$ cat config.mk
export PLATFORM = sky130hd
export DESIGN_NAME = dct8_aan_pipe
export DESIGN_NICKNAME = d
export VERILOG_FILES = /design/src/rtl/dct8_pkg.sv /design/src/rtl/dct8_cmult.sv /design/src/rtl/dct8_valid_pipe.sv /design/src/rtl/dct8_aan_pipe.sv
export SDC_FILE = /design/constraint.sdc
export NUM_CORES = 2
export LEC_CHECK = 0
export BUFFER_PORTS_ARGS = -buffer_cell sky130_fd_sc_hd__buf_2
export CAP_MARGIN = 20
export CORE_UTILIZATION = 55
export DETAILED_ROUTE_END_ITERATION = 12
export PLACE_DENSITY = 0.79
export SYNTH_ARGS = -nofsm -noshare
export SYNTH_HDL_FRONTEND = slang
export SYNTH_SLANG_ARGS = --single-unit
$ cat constraint.sdc
create_clock -name clk -period 6.2 [get_ports clk]
set_clock_uncertainty 0.1 [all_clocks]
set_input_delay 0.31 -clock clk [delete_from_list [all_inputs] [get_ports clk]]
set_output_delay 0.31 -clock clk [all_outputs]
set_load 0.02 [all_outputs]
$ cat src/rtl/dct8_pkg.sv
package dct8_pkg;

  localparam int LANES   = 8;
  localparam int LATENCY = 8;

  // Round a real rotation constant to a signed fixed-point integer
  function automatic int fix_const(input real value, input int frac_bits);
    return $rtoi(value * (2.0 ** frac_bits) + 0.5);
  endfunction

endpackage

$ cat src/rtl/dct8_cmult.sv
// Constant multiplier: y = round(a * COEF / 2^CF), rounding half up
module dct8_cmult #(
  parameter int IW   = 26,
  parameter int CF   = 8,
  parameter int CW   = 11,
  parameter int COEF = 181
) (
  input  logic signed [IW-1:0] a,
  output logic signed [IW-1:0] y
);
  localparam int PW = IW + CW;
  localparam logic signed [CW-1:0] K = CW'(COEF);
  localparam logic signed [PW-1:0] HALF = PW'(2 ** (CF - 1));

  logic signed [PW-1:0] a_ext, k_ext, prod, rnd;

  assign a_ext = {{CW{a[IW-1]}}, a};
  assign k_ext = {{IW{K[CW-1]}}, K};
  assign prod  = a_ext * k_ext;
  assign rnd   = prod + HALF;
  assign y     = IW'(rnd >>> CF);

endmodule

$ cat src/rtl/dct8_valid_pipe.sv
// Valid flag shift chain that runs alongside the datapath stages
module dct8_valid_pipe #(
  parameter int LAT = 8
) (
  input  logic clk,
  input  logic rst,
  input  logic in_valid,
  output logic out_valid
);
  logic [LAT-1:0] vq;

  always_ff @(posedge clk) begin
    if (rst) vq[0] <= 1'b0;
    else     vq[0] <= in_valid;
  end

  for (genvar s = 1; s < LAT; s++) begin : g_stage
    always_ff @(posedge clk) begin
      if (rst) vq[s] <= 1'b0;
      else     vq[s] <= vq[s-1];
    end
  end

  assign out_valid = vq[LAT-1];

  // Cycles since reset, saturating; it only gates the latency check
  localparam int CNTW = $clog2(LAT + 1);
  logic [CNTW-1:0] since_rst;
  always_ff @(posedge clk) begin
    if (rst)                        since_rst <= '0;
    else if (since_rst != CNTW'(LAT)) since_rst <= since_rst + 1'b1;
  end

  // once the chain has filled after reset, out_valid mirrors in_valid LAT cycles back
  p_latency_r2: assert property (@(posedge clk) disable iff (rst)
    (since_rst == CNTW'(LAT)) |-> (out_valid == $past(in_valid, LAT)));

  // reset empties the chain on the next edge
  p_reset_clears_r6: assert property (@(posedge clk)
    rst |=> !out_valid);

endmodule

$ cat src/rtl/dct8_aan_pipe.sv
// Eight-stage factored DCT-II; outputs keep per-lane scale s(k)
module dct8_aan_pipe
  import dct8_pkg::*;
#(
  parameter int W     = 22,
  parameter int GUARD = 4,
  parameter int CFRAC = 8
) (
  input  logic                 clk,
  input  logic                 rst,
  input  logic                 in_valid,
  input  logic [LANES*W-1:0]   in_vec,
  output logic                 out_valid,
  output logic [LANES*W-1:0]   out_vec
);
  localparam int IW = W + GUARD;
  localparam int CW = CFRAC + 3;
  localparam int K_C4 = fix_const(0.70710678, CFRAC);
  localparam int K_C6 = fix_const(0.38268343, CFRAC);
  localparam int K_R2 = fix_const(0.54119610, CFRAC);
  localparam int K_R6 = fix_const(1.30656296, CFRAC);

  typedef logic signed [IW-1:0] word_t;

  word_t x [LANES];
  for (genvar i = 0; i < LANES; i++) begin : g_unpack
    assign x[i] = {{GUARD{in_vec[i*W+W-1]}}, in_vec[i*W +: W]};
  end

  // Stage 1: outer butterflies. a1[0..3] sums, a1[4..7] differences
  word_t a1 [LANES];
  for (genvar i = 0; i < LANES/2; i++) begin : g_bfly
    always_ff @(posedge clk) begin
      a1[i]         <= x[i] + x[LANES-1-i];
      a1[LANES-1-i] <= x[i] - x[LANES-1-i];
    end
  end

  // Stage 2: even butterflies and odd pair sums
  word_t e10, e11, e12, e13, o10, o11, o12, t7_2;
  always_ff @(posedge clk) begin
    e10  <= a1[0] + a1[3];
    e13  <= a1[0] - a1[3];
    e11  <= a1[1] + a1[2];
    e12  <= a1[1] - a1[2];
    o10  <= a1[4] + a1[5];
    o11  <= a1[5] + a1[6];
    o12  <= a1[6] + a1[7];
    t7_2 <= a1[7];
  end

  // Stage 3: lanes 0/4 complete, first multiply
  word_t y0_3, y4_3, sm_3, k13_3, dd_3, k10_3, k12_3, m3_3, t7_3, m3_w;
  dct8_cmult #(.IW(IW), .CF(CFRAC), .CW(CW), .COEF(K_C4)) u_mul_c4a (.a(o11), .y(m3_w));
  always_ff @(posedge clk) begin
    y0_3  <= e10 + e11;
    y4_3  <= e10 - e11;
    sm_3  <= e12 + e13;
    k13_3 <= e13;
    dd_3  <= o10 - o12;
    k10_3 <= o10;
    k12_3 <= o12;
    m3_3  <= m3_w;
    t7_3  <= t7_2;
  end

  // Stage 4: second multiply pair
  word_t y0_4, y4_4, k13_4, m1_4, m5_4, k10_4, k12_4, m3_4, t7_4, m1_w, m5_w;
  dct8_cmult #(.IW(IW), .CF(CFRAC), .CW(CW), .COEF(K_C4)) u_mul_c4b (.a(sm_3), .y(m1_w));
  dct8_cmult #(.IW(IW), .CF(CFRAC), .CW(CW), .COEF(K_C6)) u_mul_c6  (.a(dd_3), .y(m5_w));
  always_ff @(posedge clk) begin
    y0_4  <= y0_3;
    y4_4  <= y4_3;
    k13_4 <= k13_3;
    m1_4  <= m1_w;
    m5_4  <= m5_w;
    k10_4 <= k10_3;
    k12_4 <= k12_3;
    m3_4  <= m3_3;
    t7_4  <= t7_3;
  end

  // Stage 5: third multiply pair
  word_t y0_5, y4_5, k13_5, m1_5, m5_5, m3_5, t7_5, p2_5, p4_5, p2_w, p4_w;
  dct8_cmult #(.IW(IW), .CF(CFRAC), .CW(CW), .COEF(K_R2)) u_mul_r2 (.a(k10_4), .y(p2_w));
  dct8_cmult #(.IW(IW), .CF(CFRAC), .CW(CW), .COEF(K_R6)) u_mul_r6 (.a(k12_4), .y(p4_w));
  always_ff @(posedge clk) begin
    y0_5  <= y0_4;
    y4_5  <= y4_4;
    k13_5 <= k13_4;
    m1_5  <= m1_4;
    m5_5  <= m5_4;
    m3_5  <= m3_4;
    t7_5  <= t7_4;
    p2_5  <= p2_w;
    p4_5  <= p4_w;
  end

  // Stage 6: lanes 2/6 complete, odd partial sums
  word_t y0_6, y4_6, y2_6, y6_6, z2_6, z4_6, z11_6, z13_6;
  always_ff @(posedge clk) begin
    y0_6  <= y0_5;
    y4_6  <= y4_5;
    y2_6  <= k13_5 + m1_5;
    y6_6  <= k13_5 - m1_5;
    z2_6  <= p2_5 + m5_5;
    z4_6  <= p4_5 + m5_5;
    z11_6 <= t7_5 + m3_5;
    z13_6 <= t7_5 - m3_5;
  end

  // Stage 7: odd lanes complete
  word_t y7 [LANES];
  always_ff @(posedge clk) begin
    y7[0] <= y0_6;
    y7[4] <= y4_6;
    y7[2] <= y2_6;
    y7[6] <= y6_6;
    y7[5] <= z13_6 + z2_6;
    y7[3] <= z13_6 - z2_6;
    y7[1] <= z11_6 + z4_6;
    y7[7] <= z11_6 - z4_6;
  end

  // Stage 8: registered outputs, trimmed to the port format
  for (genvar i = 0; i < LANES; i++) begin : g_out
    always_ff @(posedge clk) out_vec[i*W +: W] <= W'(y7[i]);
  end

  dct8_valid_pipe #(.LAT(LATENCY)) u_valid (
    .clk      (clk),
    .rst      (rst),
    .in_valid (in_valid),
    .out_valid(out_valid)
  );

  // Properties relate stage-1 registers to the output port LATENCY-1 cycles later
  logic even_in_zero, odd_in_zero;
  word_t s1_sum;
  assign even_in_zero = (a1[0] == '0) && (a1[1] == '0) && (a1[2] == '0) && (a1[3] == '0);
  assign odd_in_zero  = (a1[4] == '0) && (a1[5] == '0) && (a1[6] == '0) && (a1[7] == '0);
  assign s1_sum       = a1[0] + a1[1] + a1[2] + a1[3];

  // lane 0 is the exact sum of the accepted samples
  p_dc_sum_r5: assert property (@(posedge clk) disable iff (rst)
    out_valid |-> (out_vec[0 +: W] == W'($past(s1_sum, LATENCY-1))));

  // antisymmetric input leaves every even lane at zero
  p_even_zero_r7: assert property (@(posedge clk) disable iff (rst)
    (out_valid && $past(even_in_zero, LATENCY-1)) |->
      (out_vec[0*W +: W] == '0 && out_vec[2*W +: W] == '0 &&
       out_vec[4*W +: W] == '0 && out_vec[6*W +: W] == '0));

  // symmetric input leaves every odd lane at zero
  p_odd_zero_r8: assert property (@(posedge clk) disable iff (rst)
    (out_valid && $past(odd_in_zero, LATENCY-1)) |->
      (out_vec[1*W +: W] == '0 && out_vec[3*W +: W] == '0 &&
       out_vec[5*W +: W] == '0 && out_vec[7*W +: W] == '0));

endmodule

==> metrics <==
Iter 0 DRT Violations=2818; Congestion Overflow GR=0; count of buffers from port buffering=355; Worst-Margin Slew=1.14 ns; top post-synthesis cells by area=dfxtp_1 (39%), ha_1 (19%), fa_1 (7.7%); Area growth, synth to finish=14.6%; wire per inst=19.0 um; Root Buffer=clkbuf_16; Sink Count=1512; CTS buffer count=154; initial antenna violation count=16; top cell type by total area after synthesis=dfxtp_1; layout cells sized above 1=0.0837; Reg2Reg Depth=19; Async SR Flop Fraction=0; Final Cell Area=87900 um^2; Max Clock Freq=0.172 GHz; worst r2r dst=p4_5[20]; area of the multi-input gates=42400 um^2; status=finished, final reports clean; core area=138000 um^2; Tcrit/Tclk final=0.938; synth warn=0; Setup Buffers After CTS=0; row cnt=136; clk buf depth=3; Min-Delay Path Class=in2reg; final layout net count=9756; synthesized area=76600 um^2; via count=54000; Hold Crit Depth=4; GPL Wtd Cong=0.957; Final ANT Viol Nets=0; Gate Count Post-Synth=7518; die area=141000 um^2; drt total wl=191000 um; Worst Setup EP=p4_5[20]; sequential area share after synthesis=0.395; crit end category=register; worst-path cell chain=inv_1 -> fa_1 -> inv_1 -> ha_1 -> ha_1 -> fa_1 -> ha_1 -> nand4_1 -> nor3_2 -> nor4_1 -> nor3_1 -> o2111ai_1 -> and3_1 -> o31ai_1 -> xor2_1 -> nand4_1 -> o41a_1 -> a221oi_1 -> xnor2_1; vias in the first global route=55900; CP Class=reg2reg; MaxCap Viol Count=0; Via density=5.37; EDFF count, synth=0; critical path data arrival time=6.41 ns; RSZ-0062 raised after global routing=false; Netlist cell types=84; crit path max-delay cell type=fa_1; All-Layer GR Usage=0.270; crit-path max FO=5; Critical Path RT=6.79 ns; drt pass-1 iters=6; top_reg_cell synth=dfxtp_1; starting density of the core=0.556; normalized max-slew margin=0.230; Util after Layout=0.637; Crit path top cell by count=ha_1; Synth top area share=0.395; crit path launch=k12_4[4]; reg2reg setup slack=0.38 ns; CP Launch Type=register; post-DP HPWL=151000 um; FF-to-FF Start=k12_4[4]; die height=375 um; die width=375 um; Max stage delay on crit path=0.55 ns; fin. max-slew vios=0; Fill cells=10800; largest net degree at the start of global routing=17; CTS clk-pin slew, worst paths=0.06 ns; area post-placement=80300 um^2; first-pass GRT wire length=297000 um; Tmin final=5.82 ns; register bit total from synthesis=1512; htree depth=4; Reg area=30300 um^2; worst skew pair latency=0.79 ns; # DRC=0; syn avg cell area=10.2 um^2; final setup vio count=0; Fin Setup TNS=0 ns; I/O pins=356; Mapped Nets=9158; CTS tree=yes; Final Hold Fails=0
## layout by cell type, fill, tap and decap left out, drive strengths merged, types with 13 or more instances in the layout
cell         netlist  layout
a31oi             62      62
and2              27      27
or3               38      38
a31o              18      18
and3              63      63
ha              1167    1167
nor3             174     174
a21o             111     111
dlygate4sd3        0     198
o41ai             30      30
o211ai            32      32
nand2            212     212
a21boi            33      33
fa               294     294
dfxtp           1512    1512
nor2             475     475
o21bai            86      86
buf               11     362
clkinv             0      35
xnor2            504     504
bufinv             0      22
a21oi            415     415
nor2b            129     129
nand2b            96      96
o31a              13      13
clkbuf           107     207
nand3             94      94
o21a              68      68
nor3b             24      24
nand4             26      26
o31ai             30      30
or2               23      23
nor4              25      25
inv              948     960
a211oi            47      47
o21ai            261     261
a221oi            16      16
xor2             174     174
a311oi            13      13
## worst max-delay path, delay by kind of cell (launching register included)
family,cells,cell delay (ns)
adders and majority gates,5,1.91
AOI/OAI and AO/OA,4,1.43
xor gates and xnor gates,2,0.42
DFF,1,0.41
and+or+nand+nor,6,1.30
buffers and inverters,2,0.16
## worst min-delay path by stage
stage / end / start / slack [ns]
after floorplan: k10_4[0] / k10_3[0] / 0.21
after global placement: out_vec[76] / y7[3][10] / 0.21
after detailed placement: out_vec[101] / y7[4][13] / 0.21
after CTS: a1[0][6] / in_vec[159] / 0.002
after global routing: a1[0][6] / in_vec[159] / 0.02
final: a1[0][6] / in_vec[159] / 0.04
## stage by stage
step	hold slack, ns	setup slack, ns	std cells
3_3_place_gp	0.210	0.524	9556
3_5_place_dp	0.212	0.358	9556
2_1_floorplan	0.210	0.861	7518
6_report	0.0373	0.383	10100
4_1_cts	0.00150	0.338	10000
5_1_grt	0.0238	0.0377	10000
## cells by family (layout without fill, tap and decap cells)
family,after synthesis,after routing,share of synthesized area
DFF,1512,1512,0.395
adders and majority gates,1461,1461,0.267
and+or+nand+nor,1443,1443,0.0929
AOI/OAI and AO/OA,1348,1348,0.113
buffers and inverters,1066,1793,0.0524
xor gates and xnor gates,680,680,0.0781
muxes,8,8,0.00106
other,0,12,0
## routing by layer
metal | routed length [um] | GRT usage | part of all wire
met5 | 47 | 0 | 0.00025
met4 | 9080 | 0.126 | 0.048
met3 | 8440 | 0.0389 | 0.044
met2 | 92400 | 0.475 | 0.48
met1 | 81100 | 0.323 | 0.42
## final cells by class
class,count,share of cell area
Clock inverter,78,0.0141
Multi-Input combinational cell,4940,0.482
Timing Repair Buffer,560,0.0434
Antenna cell,12,0.000342
Sequential cell,1512,0.345
Clock buffer,207,0.0494
Inverter,948,0.0405
Tap cell,1794,0.0255
## flip-flops by register name, indices dropped and copies added (netlist names), 25 cells and up
register / cells
k10_3: 26
e13: 26
k12_3: 26
k12_4: 26
o11: 26
sm_3: 26
k10_4: 26
dd_3: 26
e12: 25
o10: 26
a1: 180
y7: 172
out_vec: 172
o12: 26
## cells in the mapped netlist, types with 24 or more instances
| cell type | n |
|---|---|
| a211oi_1 | 47 |
| a21boi_0 | 33 |
| a21o_1 | 111 |
| a21oi_1 | 415 |
| a31oi_1 | 61 |
| and2_1 | 26 |
| and3_1 | 63 |
| clkbuf_1 | 107 |
| dfxtp_1 | 1512 |
| fa_1 | 294 |
| ha_1 | 1167 |
| inv_1 | 948 |
| nand2_1 | 212 |
| nand2b_1 | 96 |
| nand3_1 | 94 |
| nand4_1 | 26 |
| nor2_1 | 475 |
| nor2b_1 | 129 |
| nor3_1 | 169 |
| nor3b_1 | 24 |
| nor4_1 | 25 |
| o211ai_1 | 32 |
| o21a_1 | 67 |
| o21ai_0 | 260 |
| o21bai_1 | 86 |
| o31ai_1 | 30 |
| o41ai_1 | 29 |
| or3_1 | 38 |
| xnor2_1 | 504 |
| xor2_1 | 174 |
## repair_timing
item	4_1_cts	5_1_grt
hold buffers	198	0
gates resized for setup	0	1
setup endpoints to repair	0	3
endpoints found under the hold margin	120	0
Power is left out: the tool's default activity adds up to more than one toggle a clock period on the data nets, which glitch-free logic cannot reach.
